`config.mk`:
```
export PLATFORM = sky130hd
export DESIGN_NAME = psr_chunk_serializer
export DESIGN_NICKNAME = d
export VERILOG_FILES = /design/src/rtl/psr_pkg.sv /design/src/rtl/psr_line_buf.sv /design/src/rtl/psr_bit_clock.sv /design/src/rtl/psr_shift_ctrl.sv /design/src/rtl/psr_chunk_serializer.sv
export SDC_FILE = /design/constraint.sdc
export NUM_CORES = 1
export LEC_CHECK = 0
export BUFFER_PORTS_ARGS = -buffer_cell sky130_fd_sc_hd__buf_2
export CORE_UTILIZATION = 40
export DETAILED_ROUTE_END_ITERATION = 16
export HOLD_SLACK_MARGIN = 0.03
export PLACE_DENSITY = 0.6
export SLEW_MARGIN = 15
export SYNTH_ARGS = -nofsm -noshare
export SYNTH_HDL_FRONTEND = slang
export SYNTH_HIERARCHICAL = 1
export SYNTH_SLANG_ARGS = --single-unit
```
`constraint.sdc`:
```
create_clock -name clk -period 4.8 [get_ports clk]
set_clock_uncertainty 0.2 [all_clocks]
set_input_delay 1.44 -clock clk [delete_from_list [all_inputs] [get_ports clk]]
set_output_delay 1.44 -clock clk [all_outputs]
set_load 0.01 [all_outputs]
```
`src/rtl/psr_pkg.sv`:
```
package psr_pkg;

  typedef enum logic [1:0] {
    SEL_NONE  = 2'd0,
    SEL_FULL  = 2'd1,
    SEL_SHORT = 2'd2
  } chunk_sel_e;

  // Word that holds serial bit number idx
  function automatic int word_of(input int idx, input int w);
    return idx / w;
  endfunction

  // Bit position inside that word; MSB leaves first
  function automatic int lane_of(input int idx, input int w);
    return w - 1 - (idx % w);
  endfunction

  // Number of bits in a chunk of the chosen kind
  function automatic int chunk_bits(input logic is_short, input int words,
                                    input int short_words, input int w);
    return (is_short ? short_words : words) * w;
  endfunction

  // Full trigger has priority over short trigger
  function automatic chunk_sel_e pick(input logic f, input logic s);
    if (f) return SEL_FULL;
    if (s) return SEL_SHORT;
    return SEL_NONE;
  endfunction

endpackage

```
`src/rtl/psr_line_buf.sv`:
```
module psr_line_buf #(
  parameter int W     = 16,
  parameter int DEPTH = 32,
  localparam int AW   = $clog2(DEPTH)
) (
  input  logic          clk,
  input  logic          rst_n,
  input  logic          we,
  input  logic [AW-1:0] waddr,
  input  logic [W-1:0]  wdata,
  input  logic [AW-1:0] raddr,
  output logic [W-1:0]  rdata
);

  logic [W-1:0] mem_q [DEPTH];

  for (genvar g = 0; g < DEPTH; g++) begin : g_word
    always_ff @(posedge clk) begin
      if (!rst_n)
        mem_q[g] <= '0;
      else if (we && waddr == AW'(g))
        mem_q[g] <= wdata;
    end
  end

  assign rdata = mem_q[raddr];

endmodule

```
`src/rtl/psr_bit_clock.sv`:
```
module psr_bit_clock #(
  parameter int HALF = 2
) (
  input  logic clk,
  input  logic rst_n,
  input  logic run,
  output logic sclk_hi,
  output logic bit_end
);

  localparam int PERIOD = 2 * HALF;
  localparam int PH_W   = (PERIOD > 1) ? $clog2(PERIOD) : 1;

  logic [PH_W-1:0] ph_q;

  always_ff @(posedge clk) begin
    if (!rst_n || !run)
      ph_q <= '0;
    else if (ph_q == PH_W'(PERIOD - 1))
      ph_q <= '0;
    else
      ph_q <= ph_q + 1'b1;
  end

  assign sclk_hi = run && (ph_q >= PH_W'(HALF));
  assign bit_end = run && (ph_q == PH_W'(PERIOD - 1));

endmodule

```
`src/rtl/psr_shift_ctrl.sv`:
```
module psr_shift_ctrl
  import psr_pkg::*;
#(
  parameter int W           = 16,
  parameter int DEPTH       = 32,
  parameter int SHORT_WORDS = 12,
  localparam int CW         = $clog2(DEPTH * W)
) (
  input  logic          clk,
  input  logic          rst_n,
  input  logic          trig_full,
  input  logic          trig_short,
  input  logic          wr_en,
  input  logic          bit_end,
  output logic          busy,
  output logic          overrun,
  output logic [CW-1:0] bit_cnt,
  output logic          accept,
  output logic          last_done,
  output logic          wr_ok
);

  chunk_sel_e    sel;
  logic          busy_q;
  logic          ovr_q;
  logic [CW-1:0] cnt_q;
  logic [CW-1:0] last_q;

  assign sel       = pick(trig_full, trig_short);
  assign accept    = !busy_q && (sel != SEL_NONE);
  assign last_done = busy_q && bit_end && (cnt_q == last_q);
  assign wr_ok     = wr_en && !busy_q;

  always_ff @(posedge clk) begin
    if (!rst_n) begin
      busy_q <= 1'b0;
      cnt_q  <= '0;
      last_q <= '0;
    end else if (accept) begin
      busy_q <= 1'b1;
      cnt_q  <= '0;
      last_q <= CW'(chunk_bits(sel == SEL_SHORT, DEPTH, SHORT_WORDS, W) - 1);
    end else if (last_done) begin
      busy_q <= 1'b0;
      cnt_q  <= '0;
    end else if (busy_q && bit_end) begin
      cnt_q  <= cnt_q + 1'b1;
    end
  end

  always_ff @(posedge clk) begin
    if (!rst_n)
      ovr_q <= 1'b0;
    else if (accept)
      ovr_q <= 1'b0;
    else if (wr_en && busy_q)
      ovr_q <= 1'b1;
  end

  assign busy    = busy_q;
  assign overrun = ovr_q;
  assign bit_cnt = cnt_q;

endmodule

```
`src/rtl/psr_chunk_serializer.sv`:
```
module psr_chunk_serializer
  import psr_pkg::*;
#(
  parameter int W           = 16,
  parameter int DEPTH       = 32,
  parameter int SHORT_WORDS = 12,
  parameter int HALF        = 2
) (
  input  logic                     clk,
  input  logic                     rst_n,
  input  logic                     wr_en,
  input  logic [$clog2(DEPTH)-1:0] wr_addr,
  input  logic [W-1:0]             wr_data,
  input  logic                     rd_full_trig,
  input  logic                     rd_short_trig,
  output logic                     busy,
  output logic                     overrun,
  output logic                     sclk,
  output logic                     sdata
);

  localparam int AW = $clog2(DEPTH);
  localparam int LW = $clog2(W);
  localparam int CW = $clog2(DEPTH * W);

  logic          wr_ok;
  logic          accept;
  logic          last_done;
  logic          bit_end;
  logic          sclk_hi;
  logic [CW-1:0] bit_cnt;
  logic [AW-1:0] raddr;
  logic [LW-1:0] lane;
  logic [W-1:0]  rd_word;

  psr_shift_ctrl #(
    .W(W), .DEPTH(DEPTH), .SHORT_WORDS(SHORT_WORDS)
  ) u_ctrl (
    .clk       (clk),
    .rst_n     (rst_n),
    .trig_full (rd_full_trig),
    .trig_short(rd_short_trig),
    .wr_en     (wr_en),
    .bit_end   (bit_end),
    .busy      (busy),
    .overrun   (overrun),
    .bit_cnt   (bit_cnt),
    .accept    (accept),
    .last_done (last_done),
    .wr_ok     (wr_ok)
  );

  psr_bit_clock #(.HALF(HALF)) u_bclk (
    .clk    (clk),
    .rst_n  (rst_n),
    .run    (busy),
    .sclk_hi(sclk_hi),
    .bit_end(bit_end)
  );

  psr_line_buf #(.W(W), .DEPTH(DEPTH)) u_buf (
    .clk  (clk),
    .rst_n(rst_n),
    .we   (wr_ok),
    .waddr(wr_addr),
    .wdata(wr_data),
    .raddr(raddr),
    .rdata(rd_word)
  );

  assign raddr = AW'(word_of(int'(bit_cnt), W));
  assign lane  = LW'(lane_of(int'(bit_cnt), W));
  assign sclk  = sclk_hi;
  assign sdata = busy && rd_word[lane];

endmodule

```
======== After elaboration in Yosys (flattened, before gate mapping) ========
Memory sizes are Yosys's and may differ from the RTL's. A register that Yosys moved wholly into a read port is not among the register bits.
Cells that the tools add are included.
storage, ports and cells
  output and inout port bits .............. 4
  word-level logic and storage cells ...... 271
  bits of input ports ..................... 26
  bits in writable memories ............... 512
  memories kept ........................... 1
  register bits after elaboration ......... 22
operators by class
  bitwise gates (word level) .............. 33
  equality and inequality tests ........... 34
  order comparisons ....................... 2
  $add $sub $neg .......................... 4
  multiplexer cells ....................... 143
  reduce and logical (&&, ||, !) cells .... 49
memory list
  memory       words  bits a word  rd ports  clocked after memory_dff  write ports  RTL line            text
  u_buf.mem_q  32     16           1         1                         32           psr_line_buf.sv:15  logic [W-1:0] mem_q [DEPTH];
operators with widths
  operator                                                    count
  2-to-1 mux 16 bit                                           32
  2-to-1 mux 1 bit                                            103
  equality test 5 bit, second input constant                  16
  equality test 5 x 4 -> 1 bit, second input constant         8
  logical AND 1 bit                                           40
  bitwise OR 1 bit                                            32
  equality test 5 x 3 -> 1 bit, second input constant         4
  equality test 5 x 2 -> 1 bit, second input constant         2
  2-to-1 mux 5 bit                                            2
  adder 9 x 1 -> 9 bit, second input constant                 1
  equality test 9 bit                                         1
  subtractor 9 x 2 -> 9 bit, second input constant            1
  2-to-1 mux 2 bit                                            4
  equality test 5 x 1 -> 1 bit, second input constant         1
  zero test 5 bit                                             1
  less-than comparator 4 x 5 -> 1 bit, second input constant  1
  binary-select mux 1 bit (select 4 bit)                      1
  equality test 2 bit, second input constant                  2
  2-to-1 mux 4 bit                                            1
  nonzero test 2 bit                                          2
  OR reduction 2 bit                                          2
  subtractor 4 bit, first input constant                      1
  OR reduction 3 bit                                          1
  adder 2 x 1 -> 2 bit, second input constant                 1
  4 further kinds                                             5

======== Logic depth before layout (Yosys ltp) ========
Gate-level depths: netlist of run 1.
  depth in word-level cells ............... 8
  gate-level depth with buffers ........... 12

======== Modules after synthesis ========
Netlist of run 1, hierarchy kept.
by module, submodules not included
  module                area each (µm²)  cells each  times used
  psr_line_buf          23812.8          1770        1
  psr_shift_ctrl        610.6            69          1
  psr_chunk_serializer  156.4            17          1
  psr_bit_clock         108.9            9           1

======== Worst setup path after synthesis of run 1 ========
OpenSTA, ideal clock, no wires.
  path kind ............................... in2reg
  start ................................... input wr_en
  end ..................................... memory u_buf.mem_q[3][0] (enable)
  path slack .............................. 0.919 ns
  cell stages on the path ................. 4
  setup time .............................. 0.411 ns
  data required time ...................... 4.189 ns
  arrival time ............................ 3.270 ns
  buffers on the path ..................... 1
  cells stage by stage .................... nor2b_1 -> nand2b_1 -> clkbuf_1 -> o21ai_0
RTL lines
  item             RTL line                    text
  start, declared  psr_chunk_serializer.sv:11  input logic wr_en,
  end, declared    psr_line_buf.sv:15

==> results of run 1 <==
## routing by layer
metal,up-vias,part of all wire,track usage
li1,6936,-,-
met1,7644,0.44,0.2870
met2,452,0.47,0.3390
met3,111,0.065,0.04344
met4,6,0.028,0.07905
met5,-,0.00056,0
## timing repair
item / in CTS / in global routing
pin swaps: 7 / 10
gates resized for setup: 30 / 28
hold buffers: 0 / 0
endpoints found under the setup margin: 1 / 1
setup buffers: 15 / 28
gates cloned: 4 / 5
## cells in the final DEF (no fill, tap or decap), drive strengths merged, types with 32 or more instances in the layout
master	n
o21ai	35
nand3	45
a22o	32
edfxtp	512
a22oi	64
mux2i	261
nor2	41
clkbuf	81
buf	181
nand2	51
a21oi	33
and2	514
## worst reg2reg max path, stage by stage, from the launching register on
cell	delay (ps)
dfxtp_1	460
nor2b_1	670
nand2_1	610
o21ai_1	480
buf_4	300
## registers in the layout (all words and copies together) (netlist names)
name            flops
u_buf/mem_q       512
u_ctrl/bit_cnt      9
u_bclk/ph_q         2
u_ctrl/last_q       2
u_ctrl/busy         1
u_ctrl/overrun      1
## final timing paths
kind / start / slack (ps) / to
worst max-delay path: u_ctrl/bit_cnt[5] / -90 / sdata
worst min-delay path: u_ctrl/overrun / 280 / u_ctrl/overrun
worst max register to register: u_ctrl/busy / 1770 / u_buf/mem_q[26][13]
worst min register to register: u_ctrl/overrun / 280 / u_ctrl/overrun
## final cells by class
type | count | area, sq um | share of cell area
tap | 782 | 978.4 | 0.03405
clock buffer | 76 | 1538 | 0.05352
multi-input combinational | 1180 | 8487 | 0.2954
inverter | 3 | 11.26 | 0.0003919
clock inverter | 24 | 156.4 | 0.005443
antenna | 2 | 5.005 | 0.0001742
timing repair buffer | 188 | 1872 | 0.06514
sequential | 527 | 15690 | 0.5459
## report_power, final
group,switching [mW],internal (mW)
clock network,1.74,2.33
registers,0.0516,5.20
logic,0.307,0.102
total,2.10,7.63
## kinds of logic after synthesis
family | after synthesis | share of synthesized area
AND/OR/NAND/NOR | 718 | 0.1718
flip-flops | 527 | 0.6349
multiplexers | 263 | 0.1076
AO/OA/AOI/OAI | 187 | 0.05124
buffers and inverters | 159 | 0.03005
XOR/XNOR | 8 | 0.002838
adder cells (fa/ha/maj) | 3 | 0.001521
## stage by stage
stage	setup slack, ps	cells
5_1_grt	-84.90	2781
2_1_floorplan	918.9	1865
4_1_cts	-60.43	2748
3_3_place_gp	144.9	2630
3_5_place_dp	158.5	2630
6_report	-90.10	2782
==> summary.txt, run 1 <==
status = finished with violations
violated checks = negative setup slack
synth unique cells = 46
post-synthesis sequential area ratio = 0.6349
pin count of the biggest net entering global routing = 41
yosys warns = 6
TritonCTS Sinks = 527
CP max-delay cell = dfxtp_4
WP depth = 13
Core Box Area = 60700 sq um
Worst-Margin Slew = 868.5 ps
cell area after placement = 26110 sq um
CP startpoint kind = flop
total track usage = 0.2129
first-pass GRT wire length = 98.12 mm
Hold WC Path Type = reg -> reg
Final Hold Fails = 0
drt first-iter violations = 1514
Vias/cell = 5.445
GR Overflow Total = 0
nets@finish = 1984
# DRC = 0
Crit path max-delay family = buffers and inverters
Layout area overhead = 16.38%
post-DP HPWL = 40.82 mm
Cell Chain, Critical Path = buf_12, buf_16, buf_16, buf_12, mux2i_2, a22oi_1, nand4_1, nand3_1, mux2i_1, nand2_1, o211ai_1, o22ai_2, buf_2
DRT Pass-1 Iters = 6
max_cap viols = 0
Rel. slew slack = 0.4210
CP max FO = 17
vias in the first global route = 14970
Synth Cell Area = 24690 sq um
# IOs = 30
post-synth top area cell = edfxtp_1
row cnt = 90
Synth top cells by count = and2_1, edfxtp_1, mux2i_1
Period minus WS final = 4890 ps
power density cells = 338.5 nW/um^2
Syn Inst Count = 1865
GP Congestion = 0.8952
ranking of synthesized cells by area = edfxtp_1, and2_1, mux2i_1, a22oi_1, clkbuf_1
CP max stage delay = 360 ps
WHS = 280.0 ps
Max Freq = 0.2045 GHz
initial core utilization = 0.4068
Synth top area share = 0.6227
CTS H-tree depth = 2
Num CTS Buffers = 55
Critical Path AT = 3250 ps
WP buf/inv = 5
Critical Path RT = 3160 ps
Setup violations, final = 1
RSZ-0062 raised after global routing = true
share of layout cells above drive strength 1 = 0.1622
clk buf depth = 3
Final period util = 1.019
Post-synth ARST share = 0
clk root buf = clkbuf_16
I/O Buffers = 29
routed length per instance = 24.56 microns
Slew Viols, Final = 0
die area = 62720 sq um
Die Ht = 250.4 microns
Post-Layout Inst Area = 28730 sq um
worst setup margin = -90.10 ps
CTS tree = yes
clk_lat worst skew = 600 ps
hold path cells = 2
DR vias = 15150
Worst VDD drop = 0.2166 mV
post-route ant nets = 0
initial antenna violation count = 5
average size of a mapped cell = 13.24 sq um
clock-pin slew on the worst setup and hold paths = 60 ps
# fillers = 5163
setup tns final = -90.10 ps
final WL = 68.32 mm
crit path kind = reg -> out
CP Capture Type = output pin
die width = 250.4 microns
Main synth FF type = edfxtp_1
Mapped Nets = 1894
Design Power = 9.727 mW
EDFF count, synth = 512
Post-Route Utilization = 0.4734
Register-to-Register Path Depth = 4
Seq cells post-synth = 527
cell with the most instances after synthesis = and2_1
cell leakage power = 10.11 nW
(Power assumes the default switching activity.)
==> run 2, diff against run 1 <==
--- a/config.mk
+++ b/config.mk
@@ -9,7 +9,7 @@
 export CORE_UTILIZATION = 40
 export DETAILED_ROUTE_END_ITERATION = 16
 export HOLD_SLACK_MARGIN = 0.03
-export PLACE_DENSITY = 0.6
+export PLACE_DENSITY = 0.64
 export SLEW_MARGIN = 15
 export SYNTH_ARGS = -nofsm -noshare
 export SYNTH_HDL_FRONTEND = slang
==> constraint.sdc (replaced) <==
create_clock -name clk -period 5.49 [get_ports clk]
set_clock_uncertainty 0.2 [all_clocks]
set_input_delay 1.647 -clock clk [delete_from_list [all_inputs] [get_ports clk]]
set_output_delay 1.647 -clock clk [all_outputs]
set_load 0.01 [all_outputs]
==> run 2 against run 1 <==
- the run now ends clean
- final cell count shrank 2.3%
- first-iteration DRC count decreased by 6.2%
- via count is 1.2% lower
- utilization decreased by 1.8 points
- cell area shrank 3.8%
- die area unchanged
- routed wire length is 3.6% lower
- critical endpoint unchanged
- highest routed layer unchanged
- setup slack better by 120 ps
- hold slack hardly changed
- register-to-register slack improved by 520 ps
- critical path depth grew 1
- count of clock-buffer cells in the layout shrank 6
==> summary.txt, run 2 (synthesized netlist as in run 1, its figures left out) <==
Die Ht = 250.4 microns (unchanged)
CP max FO = 5 (-12)
Max Freq = 0.1831 GHz
Worst VDD drop = 0.2270 mV (+4.8%)
initial core utilization = 0.4068 (unchanged)
I/O Buffers = 29 (unchanged)
Final Hold Fails = 0 (unchanged)
RSZ-0062 raised after global routing = false
post-DP HPWL = 40.32 mm (-1.2%)
max reg flops = 512 (unchanged)
Rel. slew slack = 0.2625 (-0.1585)
clock-pin slew on the worst setup and hold paths = 60 ps (about the same)
drt first-iter violations = 1420 (-6.2%)
clk buf depth = 3 (unchanged)
total track usage = 0.2095 (-0.003378)
Layout area overhead = 12.00%
cell area after placement = 25880 sq um (-0.86%)
setup tns final = 0 ps (+90.10 ps)
Post-Layout Inst Area = 27650 sq um (-3.8%)
Final period util = 0.9946
row cnt = 90 (unchanged)
Setup violations, final = 0 (-1)
# IOs = 30 (unchanged)
die area = 62720 sq um (unchanged)
Critical Path AT = 3610 ps (+360 ps)
most frequent cells in the layout = and2_1, edfxtp_1, mux2i_1, buf_4, a22oi_1
routed length per instance = 24.23 microns (-1.3%)
Post-Layout Cell Count = 2718 (-2.3%)
largest reg by FF count = u_buf/mem_q
Core Box Area = 60700 sq um (unchanged)
DR vias = 14960 (-1.2%)
share of layout cells above drive strength 1 = 0.1169 (-0.04525)
DP Cell Count = 2610 (-0.76%)
max_cap viols = 0 (unchanged)
post-route ant nets = 0 (unchanged)
Slew Viols, Final = 0 (unchanged)
pin count of the biggest net entering global routing = 65 (+59%)
Critical Path RT = 3640 ps (+480 ps)
Num CTS Buffers = 54 (-1.8%)
cell leakage power = 9.585 nW (-5.2%)
CP startpoint kind = flop
GP Congestion = 0.9497 (+6.1%)
CP Capture Type = output pin
Worst-Margin Slew = 1102 ps (+233.7 ps)
clk_lat worst skew = 610 ps (about the same)
Period minus WS final = 5461 ps
status = completed
# DRC = 0 (unchanged)
initial antenna violation count = 7 (+2)
Hold WC Path Type = reg -> reg
TritonCTS Sinks = 527 (unchanged)
nets@finish = 1919 (-3.3%)
crit path kind = reg -> out
power density cells = 304.7 nW/um^2 (-10%)
CTS tree = yes
final WL = 65.86 mm (-3.6%)
vias in the first global route = 14870 (-0.70%)
DRT Pass-1 Iters = 5 (-1)
Register-to-Register Path Depth = 4 (unchanged)
GR Overflow Total = 0 (unchanged)
CTS H-tree depth = 2 (unchanged)
first-pass GRT wire length = 97.27 mm (-0.87%)
Vias/cell = 5.506 (+1.1%)
clk root buf = clkbuf_16
die width = 250.4 microns (unchanged)
hold path cells = 2 (unchanged)
## run 2: changes by cell type in the layout (fill, tap and decap cells not counted), moves of 6 or more
cell,delta
a22oi_1,+6
a22oi_2,-6
a31oi_1,+7
a31oi_2,-7
buf_12,-8
buf_16,-6
buf_4,-36
buf_6,-6
clkbuf_16,-7
mux2i_1,+7
mux2i_2,-6
nor3_1,+8
nor3_2,-7
## run 2: per-stage QoR
step	setup WS [ps]	hold slack [ps]	power, mW	utilization
floorplan	1402	255.0	4.852	-
global placement	461.6	261.5	5.024	0.4264
detailed placement	378.1	259.0	5.037	0.4264
CTS	66.54	272.9	8.479	0.4550
global route	5.868	335.9	8.662	0.4555
finish	29.44	279.7	8.425	0.4556
## run 2: path summary, 6_finish.rpt
check	to	slack [ps]	from
setup / recovery	sdata	30	u_ctrl/bit_cnt[5]
hold / removal	u_ctrl/overrun	280	u_ctrl/overrun
setup reg to reg	u_buf/mem_q[11][11]	2290	u_ctrl/busy
hold reg to reg	u_ctrl/overrun	280	u_ctrl/overrun
## run 2: routing by layer
metal | vias to the layer above | track usage | share of wire
met2 | 533 | 0.3411 | 0.48
met5 | - | 0 | 0.00039
met3 | 119 | 0.03471 | 0.063
met4 | 4 | 0.07467 | 0.035
met1 | 7508 | 0.2825 | 0.42
li1 | 6800 | - | -
## run 2: worst max-delay path: stages, from the launching register on
cell      delay, ps
dfxtp_4         390
buf_12          150
buf_4           150
buf_4           170
mux2i_1         120
a22o_1          200
nor3_1          540
a31oi_1         210
nand3_1         120
mux2i_1          80
nand3_1         120
o211ai_1        110
o22ai_1         340
buf_4           180
buf_2           110
## run 2: what timing repair did
item / CTS / global route
gates cloned: 0 / 1
resized for setup: 5 / 0
hold buffers: 0 / 0
endpoints found under the setup margin: 1 / 1
buffers inserted: 5 / 0
## run 2: layout make-up
type	instances	area, sq um
Sequential cell	527	15680
Tap cell	782	978.4
Antenna cell	3	7.507
Inverter	3	11.26
Fill cell	5294	33040
Clock buffer	70	1411
Timing Repair Buffer	125	1028
Clock inverter	29	226.5
Multi-Input combinational cell	1179	8307
## run 2: power breakdown
group	total, mW	leakage, nW	switching, mW	internal, mW
registers	4.59	5.43	0.0459	4.55
clock network	3.48	0.801	1.53	1.95
logic	0.358	3.36	0.271	0.0868
total	8.43	9.58	1.84	6.58
==> run 3, diff against run 2 <==
--- a/config.mk
+++ b/config.mk
@@ -6,10 +6,13 @@
 export NUM_CORES = 1
 export LEC_CHECK = 0
 export BUFFER_PORTS_ARGS = -buffer_cell sky130_fd_sc_hd__buf_2
+export CELL_PAD_IN_SITES_DETAIL_PLACEMENT = 1
+export CELL_PAD_IN_SITES_GLOBAL_PLACEMENT = 2
 export CORE_UTILIZATION = 40
 export DETAILED_ROUTE_END_ITERATION = 16
 export HOLD_SLACK_MARGIN = 0.03
-export PLACE_DENSITY = 0.64
+export PLACE_DENSITY = 0.8
+export SETUP_SLACK_MARGIN = 0.02
 export SLEW_MARGIN = 15
 export SYNTH_ARGS = -nofsm -noshare
 export SYNTH_HDL_FRONTEND = slang
==> run 3 against run 2 <==
- via count increased by 2.0%
- sequential power barely moved
- die area unchanged
- register-to-register slack improved by 230 ps
- utilization grew 0.15 points
- cell area is 0.33% higher
- global-route usage up 2.2 points
- setup slack better by 62 ps
- count of clock-buffer cells in the layout is 1 higher
- combinational power up 4%
- hold slack improved by 12 ps
- largest cell class unchanged
==> summary.txt, run 3 (synthesized netlist as in run 1, its figures left out) <==
Cell Chain, Critical Path = buf_4, buf_12, mux2i_1, a22o_1, nor3_1, a31oi_1, nand3_1, mux4_2, o211ai_1, o22ai_1, buf_2
initial core utilization = 0.4068 (unchanged)
Post-Layout Inst Area = 27740 sq um (+0.33%)
Layout area overhead = 12.38%
clk_lat worst skew = 610 ps (about the same)
first-pass GRT wire length = 106.1 mm (+9.0%)
die width = 250.4 microns (unchanged)
status = completed
pin count of the biggest net entering global routing = 49 (-25%)
Final Hold Fails = 0 (unchanged)
routed length per instance = 26.72 microns (+10%)
Setup violations, final = 0 (unchanged)
Slew Viols, Final = 0 (unchanged)
share of layout cells above drive strength 1 = 0.1166 (-0.0002760)
largest reg by FF count = u_buf/mem_q
CP Capture Type = output pin
Period minus WS final = 5399 ps (-61.77 ps)
CP max stage delay = 500 ps (-40 ps)
initial antenna violation count = 4 (-3)
die area = 62720 sq um (unchanged)
post-route ant nets = 0 (unchanged)
Core Box Area = 60700 sq um (unchanged)
total track usage = 0.2311 (+0.02156)
Critical Path AT = 3550 ps (-60 ps)
GR Overflow Total = 0 (unchanged)
RSZ-0062 raised after global routing = false
Worst VDD drop = 0.2109 mV (-7.1%)
Num CTS Buffers = 56 (+3.7%)
Vias/cell = 5.619 (+2.1%)
# IOs = 30 (unchanged)
Final period util = 0.9834 (-0.01125)
Worst-Margin Slew = 1084 ps (-17.96 ps)
Design Power = 8.711 mW (+3.4%)
Rel. slew slack = 0.2745 (+0.01202)
Die Ht = 250.4 microns (unchanged)
setup tns final = 0 ps (unchanged)
I/O Buffers = 29 (unchanged)
nets@finish = 1912 (-0.36%)
row cnt = 90 (unchanged)
DR vias = 15260 (+2.0%)
CP max-delay cell = mux4_2
cell leakage power = 9.579 nW (about the same)
Post-Layout Cell Count = 2715 (-0.11%)
max reg flops = 512 (unchanged)
clk root buf = clkbuf_16
TritonCTS Sinks = 527 (unchanged)
CTS tree = yes
Reg2Reg Setup Slack = 2520 ps (+230 ps)
Max Freq = 0.1852 GHz (+1.1%)
vias in the first global route = 16030 (+7.8%)
CP startpoint kind = flop
Critical Path RT = 3640 ps (about the same)
drt first-iter violations = 1116 (-21%)
clk buf depth = 3 (unchanged)
Hold WC Path Type = reg -> reg
final WL = 72.55 mm (+10%)
crit path kind = reg -> out
GP Congestion = 0.8978 (-5.5%)
DRT Pass-1 Iters = 5 (unchanged)
most frequent cells in the layout = and2_1, edfxtp_1, mux2i_1, buf_4, a22oi_1
clock-pin slew on the worst setup and hold paths = 60 ps (about the same)
DP Cell Count = 2599 (-0.42%)
# DRC = 0 (unchanged)
power density cells = 314.0 nW/um^2 (+3.0%)
max_cap viols = 0 (unchanged)
CP max FO = 15 (+10)
post-DP HPWL = 44.42 mm (+10%)
CTS H-tree depth = 2 (unchanged)
cell area after placement = 25800 sq um (-0.32%)
run 3: cell types whose count changed in the layout (fill, tap and decap cells not counted), moves of 3 or more:
cell        delta
clkinv_2       -3
clkinv_1       +3
clkbuf_1       -3
buf_4         -11
clkbuf_16      +3
clkinvlp_4     +4
run 3: metal layers:
metal / track usage / routed length [microns] / vias up
li1: - / - / 6802
met2: 0.3876 / 35110 / 423
met5: 0 / 8 / -
met3: 0.04146 / 4137 / 134
met4: 0.08799 / 2682 / 2
met1: 0.2975 / 30620 / 7895
run 3: per-stage QoR:
stage	hold WS [ps]	utilization	setup slack (ps)
after global routing	354.2	0.4569	47.24
after floorplan	255.0	-	1402
after global placement	254.0	0.4251	327.4
final	291.4	0.4571	91.21
after detailed placement	295.4	0.4251	353.4
after CTS	313.0	0.4564	76.07
run 3: worst max-delay path: cells and delay by family, from the launching register on:
kind / cells / cell delay, ps
mux: 2 / 800
flops: 1 / 460
compound gates: 4 / 890
simple gates: 2 / 220
buf+inv: 3 / 550
run 3: report_power, final:
| group | total, mW | switching (mW) | internal, mW |
|---|---|---|---|
| registers | 4.59 | 0.0485 | 4.54 |
| logic | 0.373 | 0.287 | 0.0863 |
| clock network | 3.74 | 1.59 | 2.16 |
run 3: area by class of cell:
| cell class | instances | area, sq um |
|---|---|---|
| Clock inverter | 33 | 295.3 |
| Inverter | 3 | 11.26 |
| Multi-Input combinational cell | 1181 | 8338 |
| Timing Repair Buffer | 114 | 924.6 |
| Sequential cell | 527 | 15690 |
| Antenna cell | 4 | 10.01 |
| Fill cell | 6087 | 32950 |
| Tap cell | 782 | 978.4 |
| Clock buffer | 71 | 1500 |
run 3: timing repair:
item	in CTS	in global routing
setup buffers	6	0
resized for setup	6	5
hold buffers	0	0
cloned	1	1
pin swaps	1	0
endpoints found under the setup margin	1	1
run 3: path summary, 6_finish.rpt:
kind,startpoint,to,depth (start not counted)
setup reg to reg,u_ctrl/busy,u_buf/mem_q[0][0],4
hold reg to reg,u_ctrl/overrun,u_ctrl/overrun,2
setup / recovery,u_ctrl/bit_cnt[5],sdata,11
hold / removal,u_ctrl/overrun,u_ctrl/overrun,2
